## config.mk

```make
export PLATFORM = sky130hd
export DESIGN_NAME = shadow_snoop
export DESIGN_NICKNAME = d
export VERILOG_FILES = /design/src/rtl/snp_pkg.sv /design/src/rtl/snp_delay.sv /design/src/rtl/snp_edge.sv /design/src/rtl/snp_bank_latch.sv /design/src/rtl/snp_decode.sv /design/src/rtl/snp_out_slot.sv /design/src/rtl/shadow_snoop.sv
export SDC_FILE = /design/constraint.sdc
export NUM_CORES = 1
export LEC_CHECK = 0
export BUFFER_PORTS_ARGS = -buffer_cell sky130_fd_sc_hd__buf_4
export CORE_MARGIN = 3
export CORE_UTILIZATION = 56
export DETAILED_ROUTE_END_ITERATION = 6
export HOLD_SLACK_MARGIN = 0.1
export PLACE_DENSITY = 0.78
export SYNTH_ARGS = -nofsm -noshare
export SYNTH_HDL_FRONTEND = slang
export SYNTH_HIERARCHICAL = 1
export SYNTH_SLANG_ARGS = --single-unit
```

## constraint.sdc

```tcl
create_clock -name clk -period 2.25 [get_ports clk]
set_input_delay 0 -clock clk [delete_from_list [all_inputs] [get_ports clk]]
set_output_delay 0 -clock clk [all_outputs]
set_load 0.03 [all_outputs]
```

## src/rtl/snp_pkg.sv

```systemverilog
package snp_pkg;
  localparam int unsigned SNP_ADDR_W = 16;
  localparam int unsigned SNP_DATA_W = 8;

  typedef struct packed {
    logic                  bank;
    logic [SNP_ADDR_W-1:0] offset;
    logic [SNP_DATA_W-1:0] data;
  } snp_item_t;

  // bus lines as seen after the synchronizer
  typedef struct packed {
    logic                  ph;
    logic                  quad;
    logic                  sel_n;
    logic                  bank;
    logic                  rd_wr_n;
    logic [SNP_ADDR_W-1:0] addr;
    logic [SNP_DATA_W-1:0] data;
  } snp_bus_t;

  localparam int unsigned SNP_BUS_W = $bits(snp_bus_t);
endpackage

```

## src/rtl/snp_delay.sv

```systemverilog
module snp_delay #(
  parameter int unsigned W      = 8,
  parameter int unsigned STAGES = 2
) (
  input  logic         clk,
  input  logic         rst_n,
  input  logic [W-1:0] d,
  output logic [W-1:0] q
);
  generate
    if (STAGES == 0) begin : g_pass
      assign q = d;
    end else begin : g_pipe
      logic [W-1:0] stage [STAGES];
      always_ff @(posedge clk or negedge rst_n) begin
        if (!rst_n) begin
          for (int i = 0; i < int'(STAGES); i++) stage[i] <= '0;
        end else begin
          stage[0] <= d;
          for (int i = 1; i < int'(STAGES); i++) stage[i] <= stage[i-1];
        end
      end
      assign q = stage[STAGES-1];
    end
  endgenerate
endmodule

```

## src/rtl/snp_edge.sv

```systemverilog
module snp_edge (
  input  logic clk,
  input  logic rst_n,
  input  logic lvl,
  output logic rise,
  output logic fall
);
  logic prev;
  always_ff @(posedge clk or negedge rst_n) begin
    if (!rst_n) prev <= 1'b0;
    else        prev <= lvl;
  end
  assign rise = lvl & ~prev;
  assign fall = ~lvl & prev;
endmodule

```

## src/rtl/snp_bank_latch.sv

```systemverilog
module snp_bank_latch (
  input  logic clk,
  input  logic rst_n,
  input  logic ph_lvl,
  input  logic ph_fall,
  input  logic quad_fall,
  input  logic bank_in,
  output logic bank_q,
  output logic bank_ok
);
  // capture only inside the address half; consumed at the phase fall
  always_ff @(posedge clk or negedge rst_n) begin
    if (!rst_n) begin
      bank_q  <= 1'b0;
      bank_ok <= 1'b0;
    end else if (ph_fall) begin
      bank_ok <= 1'b0;
    end else if (quad_fall && !ph_lvl) begin
      bank_q  <= bank_in;
      bank_ok <= 1'b1;
    end
  end
endmodule

```

## src/rtl/snp_decode.sv

```systemverilog
module snp_decode #(
  parameter int unsigned AW      = 16,
  parameter int unsigned NUM_WIN = 2,
  parameter logic [NUM_WIN*AW-1:0] WIN_LO = {16'h2000, 16'h0400},
  parameter logic [NUM_WIN*AW-1:0] WIN_HI = {16'h3FFF, 16'h07FF}
) (
  input  logic [AW-1:0] addr,
  output logic          hit
);
  logic [NUM_WIN-1:0] win_hit;
  generate
    for (genvar w = 0; w < NUM_WIN; w++) begin : g_win
      localparam logic [AW-1:0] LO = WIN_LO[w*AW +: AW];
      localparam logic [AW-1:0] HI = WIN_HI[w*AW +: AW];
      assign win_hit[w] = (addr >= LO) && (addr <= HI);
    end
  endgenerate
  assign hit = |win_hit;
endmodule

```

## src/rtl/snp_out_slot.sv

```systemverilog
module snp_out_slot
  import snp_pkg::*;
(
  input  logic      clk,
  input  logic      rst_n,
  input  logic      in_valid,
  input  snp_item_t in_item,
  input  logic      out_ready,
  output logic      out_valid,
  output snp_item_t out_item
);
  logic load;
  assign load = in_valid && (!out_valid || out_ready);

  always_ff @(posedge clk or negedge rst_n) begin
    if (!rst_n) begin
      out_valid <= 1'b0;
      out_item  <= '0;
    end else if (load) begin
      out_valid <= 1'b1;
      out_item  <= in_item;
    end else if (out_ready) begin
      out_valid <= 1'b0;
    end
  end
endmodule

```

## src/rtl/shadow_snoop.sv

```systemverilog
module shadow_snoop
  import snp_pkg::*;
#(
  parameter int unsigned SYNC_STAGES = 2,
  parameter int unsigned NUM_WIN     = 2,
  parameter logic [NUM_WIN*SNP_ADDR_W-1:0] WIN_LO = {16'h2000, 16'h0400},
  parameter logic [NUM_WIN*SNP_ADDR_W-1:0] WIN_HI = {16'h3FFF, 16'h07FF}
) (
  input  logic                  clk,
  input  logic                  rst_n,
  input  logic                  phase_clk,
  input  logic                  quad_clk,
  input  logic                  slow_sel_n,
  input  logic                  bank_bit,
  input  logic                  rd_wr_n,
  input  logic [SNP_ADDR_W-1:0] addr_bus,
  input  logic [SNP_DATA_W-1:0] data_bus,
  output logic                  snp_valid,
  input  logic                  snp_ready,
  output logic                  snp_bank,
  output logic [SNP_ADDR_W-1:0] snp_offset,
  output logic [SNP_DATA_W-1:0] snp_data
);
  snp_bus_t raw, bus;
  assign raw = '{ph: phase_clk, quad: quad_clk, sel_n: slow_sel_n, bank: bank_bit,
                 rd_wr_n: rd_wr_n, addr: addr_bus, data: data_bus};

  // equal delay on every line keeps their relative timing
  snp_delay #(.W(SNP_BUS_W), .STAGES(SYNC_STAGES)) u_sync (
    .clk(clk), .rst_n(rst_n), .d(raw), .q(bus)
  );

  logic ph_rise, ph_fall, quad_rise, quad_fall;
  snp_edge u_ph_edge (.clk(clk), .rst_n(rst_n), .lvl(bus.ph),
                      .rise(ph_rise), .fall(ph_fall));
  snp_edge u_quad_edge (.clk(clk), .rst_n(rst_n), .lvl(bus.quad),
                        .rise(quad_rise), .fall(quad_fall));

  logic bank_q, bank_ok;
  snp_bank_latch u_bank (
    .clk(clk), .rst_n(rst_n), .ph_lvl(bus.ph), .ph_fall(ph_fall),
    .quad_fall(quad_fall), .bank_in(bus.bank), .bank_q(bank_q), .bank_ok(bank_ok)
  );

  // track the data half; the last sample before the fall survives
  logic                  cap_sel_n, cap_rd_wr_n;
  logic [SNP_ADDR_W-1:0] cap_addr;
  logic [SNP_DATA_W-1:0] cap_data;
  always_ff @(posedge clk or negedge rst_n) begin
    if (!rst_n) begin
      cap_sel_n   <= 1'b1;
      cap_rd_wr_n <= 1'b1;
      cap_addr    <= '0;
      cap_data    <= '0;
    end else if (bus.ph) begin
      cap_sel_n   <= bus.sel_n;
      cap_rd_wr_n <= bus.rd_wr_n;
      cap_addr    <= bus.addr;
      cap_data    <= bus.data;
    end
  end

  logic win_hit;
  snp_decode #(.AW(SNP_ADDR_W), .NUM_WIN(NUM_WIN), .WIN_LO(WIN_LO), .WIN_HI(WIN_HI)) u_dec (
    .addr(cap_addr), .hit(win_hit)
  );

  logic      cand_valid;
  snp_item_t cand_item, slot_item;
  assign cand_valid = ph_fall && bank_ok && !cap_sel_n && !cap_rd_wr_n && win_hit;
  assign cand_item  = '{bank: bank_q, offset: cap_addr, data: cap_data};

  snp_out_slot u_slot (
    .clk(clk), .rst_n(rst_n), .in_valid(cand_valid), .in_item(cand_item),
    .out_ready(snp_ready), .out_valid(snp_valid), .out_item(slot_item)
  );

  assign snp_bank   = slot_item.bank;
  assign snp_offset = slot_item.offset;
  assign snp_data   = slot_item.data;

  logic unused_edges;
  assign unused_edges = ph_rise ^ quad_rise;
endmodule

```

* Yosys cells after proc, flatten, opt, wreduce, memory -nomap -nowiden
Cells that the tools add are included.
** Cells by class
- $lt $le $gt $ge :: 4
- Mux-type cells :: 4
- Bitwise logic cells :: 5
- Reductions and logical operators :: 17
** Operators by type and width (count)
- $ge A16 B11 Y1 const B :: 1
- $ge A16 B14 Y1 const B :: 1
- $le A16 B11 Y1 const B :: 1
- $le A16 B14 Y1 const B :: 1
- $logic_and A1 B1 Y1 :: 8
- $logic_not A1 Y1 :: 4
- $mux W1 :: 4
- $reduce_bool A2 Y1 :: 2
- $not A1 Y1 :: 3
- $and A1 B1 Y1 :: 2
- $reduce_and A2 Y1 :: 1
- $reduce_or A2 Y1 :: 1
- $logic_or A1 B1 Y1 :: 1
** Storage, ports and cells
- Register bits after elaboration :: 114
- Input bits :: 32
- Output and inout port bits :: 26
- Logic and storage cells :: 44

* Longest topological paths before layout
Gate-level depths: netlist of run 1.
- Depth in word-level cells :: 8
- Mapped depth :: 7
- Depth with buffers taken out :: 6

* Hierarchy
Netlist of run 1, hierarchy kept.
** By module, submodules not included
- snp_delay :: instances 1, cells an instance 87, area each 1669.1 um^2, sequential area each 1451.4 um^2
- shadow_snoop :: instances 1, cells an instance 57, area each 1084.8 um^2, sequential area each 653.1 um^2
- snp_out_slot :: instances 1, cells an instance 56, area each 1079.8 um^2, sequential area each 650.6 um^2
- snp_bank_latch :: instances 1, cells an instance 7, area each 92.6 um^2, sequential area each 50.0 um^2
- snp_edge :: instances 2, cells an instance 3, area each 40.0 um^2, sequential area each 25.0 um^2
- snp_decode :: instances 1, cells an instance 3, area each 23.8 um^2, sequential area each 0.0 um^2

* Worst setup path before layout of run 1
No wires, ideal clock.
- Path kind :: register to register
- From :: reg u_sync.g_pipe.stage, in the netlist u_sync/q[28]
- To :: reg u_slot/out_item[0] (netlist bit)
- Library setup time :: 125 ps
- Arrival time :: 1554 ps
- Required time :: 2125 ps
- Setup slack :: 571 ps
- Cell stages (with the launch flop) :: 8
- Path buffers :: 2
- Clock period less this slack :: 1679 ps
- Cell sequence :: dfrtp_1 -> buf_4 -> and2b_2 -> nand4b_1 -> nor2_1 -> nand2_4 -> buf_12 -> mux2_4
** Between the ends
- Cells in the longest elaborated chain, start to end :: 7
** RTL lines
- start: declaration :: RTL line snp_delay.sv:14 : logic [W-1:0] stage [STAGES];
- $not A1 Y1 :: RTL line snp_edge.sv:14 : assign fall = ~lvl & prev;
- $and A1 B1 Y1 :: RTL line snp_edge.sv:14
- net ph_fall :: RTL line shadow_snoop.sv:33 : logic ph_rise, ph_fall, quad_rise, quad_fall;
- $logic_and A1 B1 Y1 (4 in series) :: RTL line shadow_snoop.sv:70 : assign cand_valid = ph_fall && bank_ok && !cap_sel_n && !cap_rd_wr_n && win_hit;
- net cand_valid :: RTL line shadow_snoop.sv:68 : logic cand_valid;
- $logic_and A1 B1 Y1 :: RTL line snp_out_slot.sv:13 : assign load = in_valid && (!out_valid || out_ready);
- end signal: assignment :: RTL line snp_out_slot.sv:21 : out_item <= in_item;
- end: declaration :: RTL line snp_out_slot.sv:10 : output snp_item_t out_item
The timed path passes the listed nets, and every way through them passes these cells.
A chain may end at the register's enable or synchronous reset.

* Worst setup path in the final report of run 1
- From :: reg cap_addr[12]
- To :: reg u_slot/out_item[22] (netlist bit)
** Between the ends
- Cells in the longest elaborated chain, start to end :: 5
- Elaborated cells between the ends (all ways) :: 9
- Those cells by class :: order compare: 4; reduce/logical: 5
** RTL lines
- start: declaration :: RTL line shadow_snoop.sv:47 : logic [SNP_ADDR_W-1:0] cap_addr;
- start signal: assignment :: RTL line shadow_snoop.sv:58 : cap_addr <= bus.addr;
- $ge A16 B11 Y1, or another cell as far along :: RTL line snp_decode.sv:15 : assign win_hit[w] = (addr >= LO) && (addr <= HI);
- $logic_and A1 B1 Y1 :: RTL line snp_decode.sv:15
- $reduce_or A2 Y1 (*) :: RTL line snp_decode.sv:18 : assign hit = |win_hit;
- net win_hit :: RTL line shadow_snoop.sv:63 : logic win_hit;
- $logic_and A1 B1 Y1 (*) :: RTL line shadow_snoop.sv:70
- net cand_valid :: RTL line shadow_snoop.sv:68
- $logic_and A1 B1 Y1 (*) :: RTL line snp_out_slot.sv:13
The timed path passes the listed nets; every way through them passes the cells marked *.

==> impl_metrics.tcl, run 1 <==
set metrics [dict create \
    status "completed" \
    grt_overflow_total 0 \
    p_int_mw 4.288 \
    clock_sinks 114 \
    cts_root_buf "clkbuf_8" \
    setup_viol 0 \
    crit_required_ns 2.62 \
    diodes 0 \
    vias 1900 \
    crit_arrival_ns 2.25 \
    leakage_nw 2.585 \
    finalPower_mw 5.466 \
    rsz0062_at_grt "false" \
    io_pins 58 \
    ctsHtreeMaxLevel 4 \
    drc 0 \
    tightest_slew_ns 0.5083 \
    grt_pass1_vias 2177 \
    hold_slack_ns 0.1501 \
    post_cts_buffers 0 \
    end_kind "register" \
    dieHeight_microns 90.70 \
    p_sw_frac 0.2156 \
    hpwl_microns 3476 \
    maxSlewHeadroom 0.6611 \
    cts_tree "done" \
    syn_area_per_cell_sq_um 18.77 \
    pre_cts_slack_ns 0.4010 \
    setup_tns_ns 0 \
    synth_warnings 6 \
    instances_no_fill 401 \
    dieWidth_microns 90.70 \
    p_seq_frac 0.418 \
    grt_pass1_wl_microns 11000 \
    post-route-util 0.7643 \
    grt_usage 0.1803 \
    clockBufferDepth 2 \
    clkSlewWorstSetupHoldPaths_ns 0.06 \
    ant_nets 0 \
    switchingPower_mw 1.178 \
    crit_path_max_incr_delay_ns 0.40 \
    power_density_nw_per_um2 1041 \
    placedCellCount 336 \
    first_pass_iters 3 \
    hold_viol 0 \
    nNetsFinal 324 \
    stdcell_area_sq_um 5250 \
    drv_slew 0 \
    comb_power_share 0.085 \
    area_growth_pct 30.68 \
    ir_worst_vdd_mv 0.5659 \
    critPathSlowestCell "dfrtp_1" \
    core_sq_um 6869 \
    drt_wl_total_microns 6469 \
    placed_area_sq_um 4293 \
    numCtsBuffers 17 \
    drive_above_1_share 0.5016 \
    period_needed_ns 1.880 \
    dieArea_sq_um 8226 \
    min_period_over_period 0.8356 \
    synth_nets 246 \
    fin_worst_skew_ns 0.009235 \
    start_util 0.5849 \
    antenna_found_initial 0 \
    gp_congestion 0.7031 \
    viasPerCell 4.738 \
    cap_violations 0 \
    fmax_ghz 0.5319 \
    cp-start-kind "register" \
    portBuffers 57 \
    netlist_area_sq_um 4018 \
    clk_latency_ns 0.49 \
    crit_type "reg2reg" \
    synthCells 214 \
    cp_max_fo 25 \
    drtIter0Drc 60 \
    timing.final.ws_setup_ns 0.3699 \
    rows 30 \
    path_cells "nor3b_2 -> o21a_1 -> nand4b_1 -> nor2_1 -> nand2_4 -> mux2_4" \
    clkPwrFrac 0.497 \
    grt_start_max_net_pins 47 \
    routedWlPerCell_microns 16.13 \
    hold_path_class "in2reg" \
]
## layer usage
metal  wire length [microns]  global-route usage  up-vias
li1                        -                   -      840
met1                    2746              0.2209      998
met2                    3355              0.2847       54
met3                     278             0.07417        8
met4                      88             0.07270        0
met5                       0                   0        -
## placed cells by master (no fill, tap or decap), types with 2 or more instances in the layout
cell type / n
dlygate4sd3_1: 32
buf_4: 59
buf_12: 2
clkbuf_16: 16
bufinv_16: 4
dfstp_2: 2
nor2_1: 2
mux2_2: 11
clkinv_4: 2
and2b_2: 2
clkinv_2: 2
mux2_4: 41
clkbuf_8: 2
dfrtp_1: 111
clkinvlp_4: 5
nor3b_2: 2
## power by group through the flow
stage | registers, mW | logic, mW | clock network [mW]
after global routing | 2.30 | 0.499 | 2.88
after detailed placement | 2.32 | 0.417 | 0
after global placement | 2.31 | 0.408 | 0
after floorplan | 2.38 | 0.201 | 0
after CTS | 2.29 | 0.472 | 2.76
final | 2.29 | 0.466 | 2.71
## state kept, by name, indices dropped and copies added, names as in the netlist, 8 cells and up
name                 flops
cap_addr                16
cap_data                 8
u_slot/out_item         25
u_sync/g_pipe.stage     29
u_sync/q                29
## worst max-delay path, delay by kind of cell (launching register included)
family | cells | cell delay [ns]
and+or+nand+nor | 4 | 0.80
DFF | 1 | 0.40
muxes | 1 | 0.40
AOI/OAI and AO/OA | 1 | 0.13
## worst paths after layout
| kind | startpoint | to | slack, ns | depth (start not counted) |
|---|---|---|---|---|
| max in group asynchronous | rst_n | u_slot/out_item[17] | 1.34 | 4 |
| min | addr_bus[13] | u_sync/g_pipe.stage[50] | 0.15 | 2 |
| min reg2reg | u_sync/g_pipe.stage[31] | u_sync/q[2] | 0.35 | 0 |
| min in group asynchronous | rst_n | cap_rd_wr_n | 0.62 | 3 |
| max | cap_addr[12] | u_slot/out_item[22] | 0.37 | 6 |
| max reg2reg | cap_addr[12] | u_slot/out_item[22] | 0.37 | 6 |
## layout make-up
type                    instances  area [sq um]
inverters                       1         3.754
flip-flops and latches        114          2856
multi-input cells              65         849.6
fillers                       403          1619
well taps                      96         120.1
clock inverters                13         185.2
clock buffers                  19         431.7
repair buffers                 93         803.3
## repair_timing
action / in CTS / in global routing
hold buffers: 33 / 0
resized for setup: 0 / 0
endpoints found under the hold margin: 144 / 0
(Power assumes the default switching activity.)
==> inputs of run 2 (changes only) <==
Settings changed: CORE_UTILIZATION 56 to 50, PLACE_DENSITY 0.78 to 0.74.
Clock period 2.25 ns to 1.61 ns, I/O delays scaled along.
==> run 2 against run 1 <==
Against the previous run: count of clock-buffer cells in the layout rose by 2; flip-flop and latch count did not move; utilization fell by 8.2 points; wire length fell by 7.0%; largest cell class unchanged; design area rose by 0.93%; the flow now finishes with violations (negative setup slack); highest routed layer unchanged.
==> impl_metrics.tcl, run 2 (synthesis gave the netlist of run 1 again) <==
set metrics [dict create \
    status "complete, but fails checks" \
    failed_checks "negative setup slack" \
    hold_slack_ns 0.1408 \
    pre_cts_slack_ns -0.02671 \
    mostFrequentLayoutCells "dfrtp_1, buf_4, mux2_4, dlygate4sd3_1, clkbuf_16" \
    drv_slew 0 \
    critPathSlowestCell "dfrtp_1" \
    io_pins 58 \
    leakage_nw 2.628 \
    hold_path_class "in2reg" \
    reg2reg_depth 7 \
    crit_type "reg2reg" \
    cap_violations 0 \
    setup_viol 15 \
    grt_overflow_total 0 \
    nNetsFinal 328 \
    antenna_found_initial 0 \
    mostFrequentLayoutCell "dfrtp_1" \
    cp-start-kind "register" \
    hold_viol 0 \
    diodes 0 \
    cts_tree "done" \
    numCtsBuffers 17 \
    core_sq_um 7767 \
    drt_wl_total_microns 6014 \
    area_growth_pct 31.89 \
    maxSlewHeadroom 0.6662 \
    start_util 0.5172 \
    dieArea_sq_um 9147 \
    fmax_ghz 0.6136 \
    grt_pass1_wl_microns 9929 \
    drc 0 \
    ant_nets 0 \
    setup_tns_ns -0.1433 \
    rsz0062_at_grt "true" \
    hpwl_microns 3634 \
    rows 32 \
    timing.final.ws_setup_ns -0.01971 \
    cp_num_cells 7 \
    crit_arrival_ns 2.01 \
    period_needed_ns 1.630 \
    vias 1858 \
    portBuffers 57 \
    crit_path_max_incr_delay_ns 0.39 \
    critPathBufInv 1 \
    end_kind "register" \
    grt_usage 0.1532 \
    routedWlPerCell_microns 14.67 \
    drive_above_1_share 0.5130 \
    clock_sinks 114 \
    post_cts_resized 0 \
    path_cells "nor3b_2 -> o21a_1 -> nand4b_1 -> nor2_2 -> nand2_4 -> buf_12 -> mux2_4" \
    first_pass_iters 4 \
    clkSlewWorstSetupHoldPaths_ns 0.05 \
    ctsHtreeMaxLevel 4 \
    crit_required_ns 1.99 \
    clk_latency_ns 0.50 \
    tightest_slew_ns 0.5006 \
    grt_start_max_net_pins 46 \
    cp_top_family "simple AND/OR/NAND/NOR gates" \
    ir_worst_vdd_mv 0.9467 \
    cp_max_fo 15 \
    cts_root_buf "clkbuf_8" \
    fin_worst_skew_ns 0.01100 \
    min_period_over_period 1.012 \
    gp_congestion 0.7581 \
    dieHeight_microns 95.64 \
    grt_pass1_vias 2024 \
    clockBufferDepth 2 \
    drtIter0Drc 44 \
    power_density_nw_per_um2 1420 \
    hold_depth 2 \
    dieWidth_microns 95.64 \
    viasPerCell 4.532 \
]
==> run 2: cell count changes in the layout (fill, tap and decap cells not counted), moves of 2 or more <==
| cell | change |
|---|---|
| clkinvlp_4 | -4 |
| clkbuf_8 | +3 |
| clkinv_2 | +3 |
| buf_12 | +2 |
| buf_4 | +2 |
==> run 2: power by group <==
group / switching [mW] / total, mW / internal, mW
Clock: 1.18 / 3.68 / 2.50
Sequential: 0.109 / 3.19 / 3.08
Combinational: 0.285 / 0.654 / 0.369
Total: 1.58 / 7.53 / 5.95
==> run 2: stage by stage <==
| step | power [mW] | instance area (sq um) | util | instances |
|---|---|---|---|---|
| floorplan | 3.607 | 4024 | - | 214 |
| global placement | 3.814 | 4370 | 0.5627 | 346 |
| detailed placement | 3.833 | 4370 | 0.5627 | 346 |
| CTS | 7.616 | 5291 | 0.6812 | 409 |
| global route | 7.827 | 5299 | 0.6822 | 410 |
| finish | 7.527 | 5299 | 0.6822 | 410 |
==> run 2: cell type report <==
type	instances	area, sq um
repair buffers	97	858.3
well taps	102	127.6
inverters	1	3.754
multi-input cells	65	852.1
clock buffers	21	469.2
clock inverters	10	131.4
flip-flops and latches	114	2856
fillers	533	2469
==> run 2: metal layers <==
metal,wire [microns],global-route usage,up-vias
li1,-,-,851
met1,2527,0.1889,958
met2,3123,0.2334,43
met3,302,0.06393,6
met4,60,0.07464,0
met5,0,0,-
==> run 2: path summary, 6_finish.rpt <==
path / start / to / slack (ns)
setup / recovery: cap_addr[12] / u_slot/out_item[9] / -0.02
hold / removal: data_bus[2] / u_sync/g_pipe.stage[31] / 0.14
setup reg to reg: cap_addr[12] / u_slot/out_item[9] / -0.02
hold reg to reg: u_sync/g_pipe.stage[42] / u_sync/q[13] / 0.34
max in group asynchronous: rst_n / cap_rd_wr_n / 0.44
min in group asynchronous: rst_n / u_sync/g_pipe.stage[38] / 0.56
==> run 2: repair_timing <==
| action | CTS | global route |
|---|---|---|
| pin swaps | 0 | 0 |
| hold buffers | 32 | 0 |
| setup endpoints to repair | 24 | 25 |
| endpoints found under the hold margin | 144 | 0 |
| buffers inserted | 0 | 1 |
==> run 2: worst register-to-register path: cells and delay by family, from the launching register on <==
family	cells	cell delay, ns
buffers and inverters	1	0.17
DFF	1	0.39
AOI/OAI and AO/OA	1	0.12
muxes	1	0.31
and+or+nand+nor	4	0.54
==> inputs of run 3 (changes only) <==
Settings changed: CORE_UTILIZATION 50 to 53, CTS_BUF_LIST set to sky130_fd_sc_hd__clkbuf_4 sky130_fd_sc_hd__clkbuf_8, PLACE_DENSITY 0.74 to 0.78.
==> run 3 against run 2 <==
Against the previous run: sequential power about the same; count of clock-buffer cells in the layout grew 2; the flow still finishes with violations (negative setup slack); largest power group is now sequential cells; total power decreased by 13%; fmax increased by 0.18%; clock skew about the same; sequential share of layout area increased by 2.0 points; worst hold slack worse by 0.012 ns; critical endpoint is now u_slot/out_item[22]; combinational power barely moved; non-clock buffer count unchanged; global-route usage grew 0.87 points; flip-flop and latch count unchanged; wire length down 0.20%.
==> impl_metrics.tcl, run 3 (synthesis gave the netlist of run 1 again) <==
set metrics [dict create \
    switchingPower_mw 1.461 \
    first_pass_iters 2 \
    power_density_nw_per_um2 1288 \
    nNetsFinal 328 \
    leakage_nw 2.536 \
    ant_nets 0 \
    crit_arrival_ns 1.92 \
    drc 0 \
    comb_power_share 0.100 \
    clkSlewWorstSetupHoldPaths_ns 0.07 \
    cp_max_fo 14 \
    ir_worst_vdd_mv 0.9561 \
    clkPwrFrac 0.417 \
    io_pins 58 \
    status "complete, but fails checks" \
    p_seq_frac 0.484 \
    vias 1861 \
    post_cts_resized 0 \
    hpwl_microns 3753 \
    start_util 0.5510 \
    cts_root_buf "clkbuf_8" \
    rsz0062_at_grt "true" \
    gp_congestion 0.6654 \
    dieWidth_microns 93.07 \
    p_sw_frac 0.2218 \
    hold_viol 0 \
    drtIter0Drc 58 \
    mostFrequentLayoutCells "dfrtp_1, buf_4, mux2_4, dlygate4sd3_1, clkbuf_8" \
    placed_area_sq_um 4374 \
    cp-start-kind "register" \
    rows 31 \
    maxSlewHeadroom 0.6092 \
    fmax_ghz 0.6147 \
    min_period_over_period 1.010 \
    dieHeight_microns 93.07 \
    drt_wl_total_microns 6002 \
    crit_required_ns 1.90 \
    cap_violations 0 \
    failed_checks "negative setup slack" \
    crit_type "reg2reg" \
    placedCellCount 344 \
    period_needed_ns 1.627 \
    routedWlPerCell_microns 14.71 \
    hold_path_class "in2async" \
    p_int_mw 5.124 \
    stdcell_area_sq_um 5114 \
    instances_no_fill 408 \
    mostFrequentLayoutCell "dfrtp_1" \
    end_kind "register" \
    clock_sinks 114 \
    ctsHtreeMaxLevel 4 \
    grt_pass1_wl_microns 10320 \
    timing.final.ws_setup_ns -0.01679 \
    viasPerCell 4.561 \
    drive_above_1_share 0.5178 \
    grt_pass1_vias 2098 \
    dieArea_sq_um 8661 \
    grt_overflow_total 0 \
    core_sq_um 7292 \
    clk_latency_ns 0.41 \
    setup_viol 15 \
    drv_slew 0 \
    pre_cts_slack_ns -0.03452 \
    fin_worst_skew_ns 0.01092 \
    grt_usage 0.1619 \
    diodes 0 \
    grt_start_max_net_pins 44 \
    tightest_slew_ns 0.5862 \
    antenna_found_initial 0 \
    clockBufferDepth 2 \
    portBuffers 57 \
    cts_tree "done" \
    area_growth_pct 27.28 \
    numCtsBuffers 17 \
]
==> run 3: cell types whose count changed in the layout (fill, tap and decap cells not counted), moves of 3 or more <==
cell,delta
clkbuf_4,+4
clkinvlp_4,+3
clkbuf_16,-16
clkinv_2,-3
clkbuf_8,+14
==> run 3: worst max-delay path, stage by stage (launching register included) <==
cell	delay (ns)
dfrtp_1	0.39
nor3b_2	0.18
o21a_1	0.12
nand4b_1	0.11
nor2_2	0.16
nand2_4	0.09
buf_12	0.17
mux2_4	0.30
==> run 3: layout make-up <==
| cell class | count | area (sq um) |
|---|---|---|
| sequential | 114 | 2856 |
| fill | 502 | 2178 |
| timing repair buffer | 97 | 855.8 |
| multi-input combinational | 65 | 852.1 |
| clock buffer | 23 | 291.5 |
| clock inverter | 9 | 130.1 |
| tap | 99 | 123.9 |
| inverter | 1 | 3.754 |
==> run 3: what timing repair did <==
item,CTS,global route
endpoints found under the setup margin,21,25
pin swaps,0,0
buffers inserted,1,0
endpoints found under the hold margin,144,0
hold buffers,31,0
==> run 3: stage by stage <==
step	utilization	TNS [ns]	hold WS, ns	power (mW)
CTS	0.7013	-0.4309	0.1285	6.676
finish	0.7013	-0.1292	0.1285	6.585
detailed placement	0.5999	-0.3667	0.04516	3.841
global route	0.7013	-1.796	0.1587	6.885
global placement	0.5999	0	0.03769	3.815
floorplan	-	-0.2124	-0.2956	3.607
==> run 3: path summary, 6_finish.rpt <==
| kind | start | to | slack, ns | cells after the start |
|---|---|---|---|---|
| setup / recovery | cap_addr[12] | u_slot/out_item[22] | -0.02 | 7 |
| hold / removal | rst_n | cap_addr[3] | 0.13 | 2 |
| setup reg to reg | cap_addr[12] | u_slot/out_item[22] | -0.02 | 7 |
| hold reg to reg | u_sync/g_pipe.stage[52] | u_sync/q[23] | 0.35 | 0 |
| max in group asynchronous | rst_n | cap_addr[4] | 0.87 | 3 |
| min in group clk | addr_bus[12] | u_sync/g_pipe.stage[49] | 0.23 | 2 |
==> run 3: power by group through the flow <==
stage | combinational, mW | clock (mW) | sequential, mW
2_1_floorplan | 0.282 | 0 | 3.33
3_3_place_gp | 0.585 | 0 | 3.23
3_5_place_dp | 0.602 | 0 | 3.24
4_1_cts | 0.666 | 2.82 | 3.19
5_1_grt | 0.703 | 2.97 | 3.21
6_report | 0.656 | 2.74 | 3.19
==> run 3: metal layers <==
layer	vias up	global-route usage	part of all wire
met1	955	0.1981	0.42
met5	-	0	0
met4	0	0.08425	0.019
met2	46	0.2543	0.51
met3	12	0.05712	0.046
li1	848	-	-
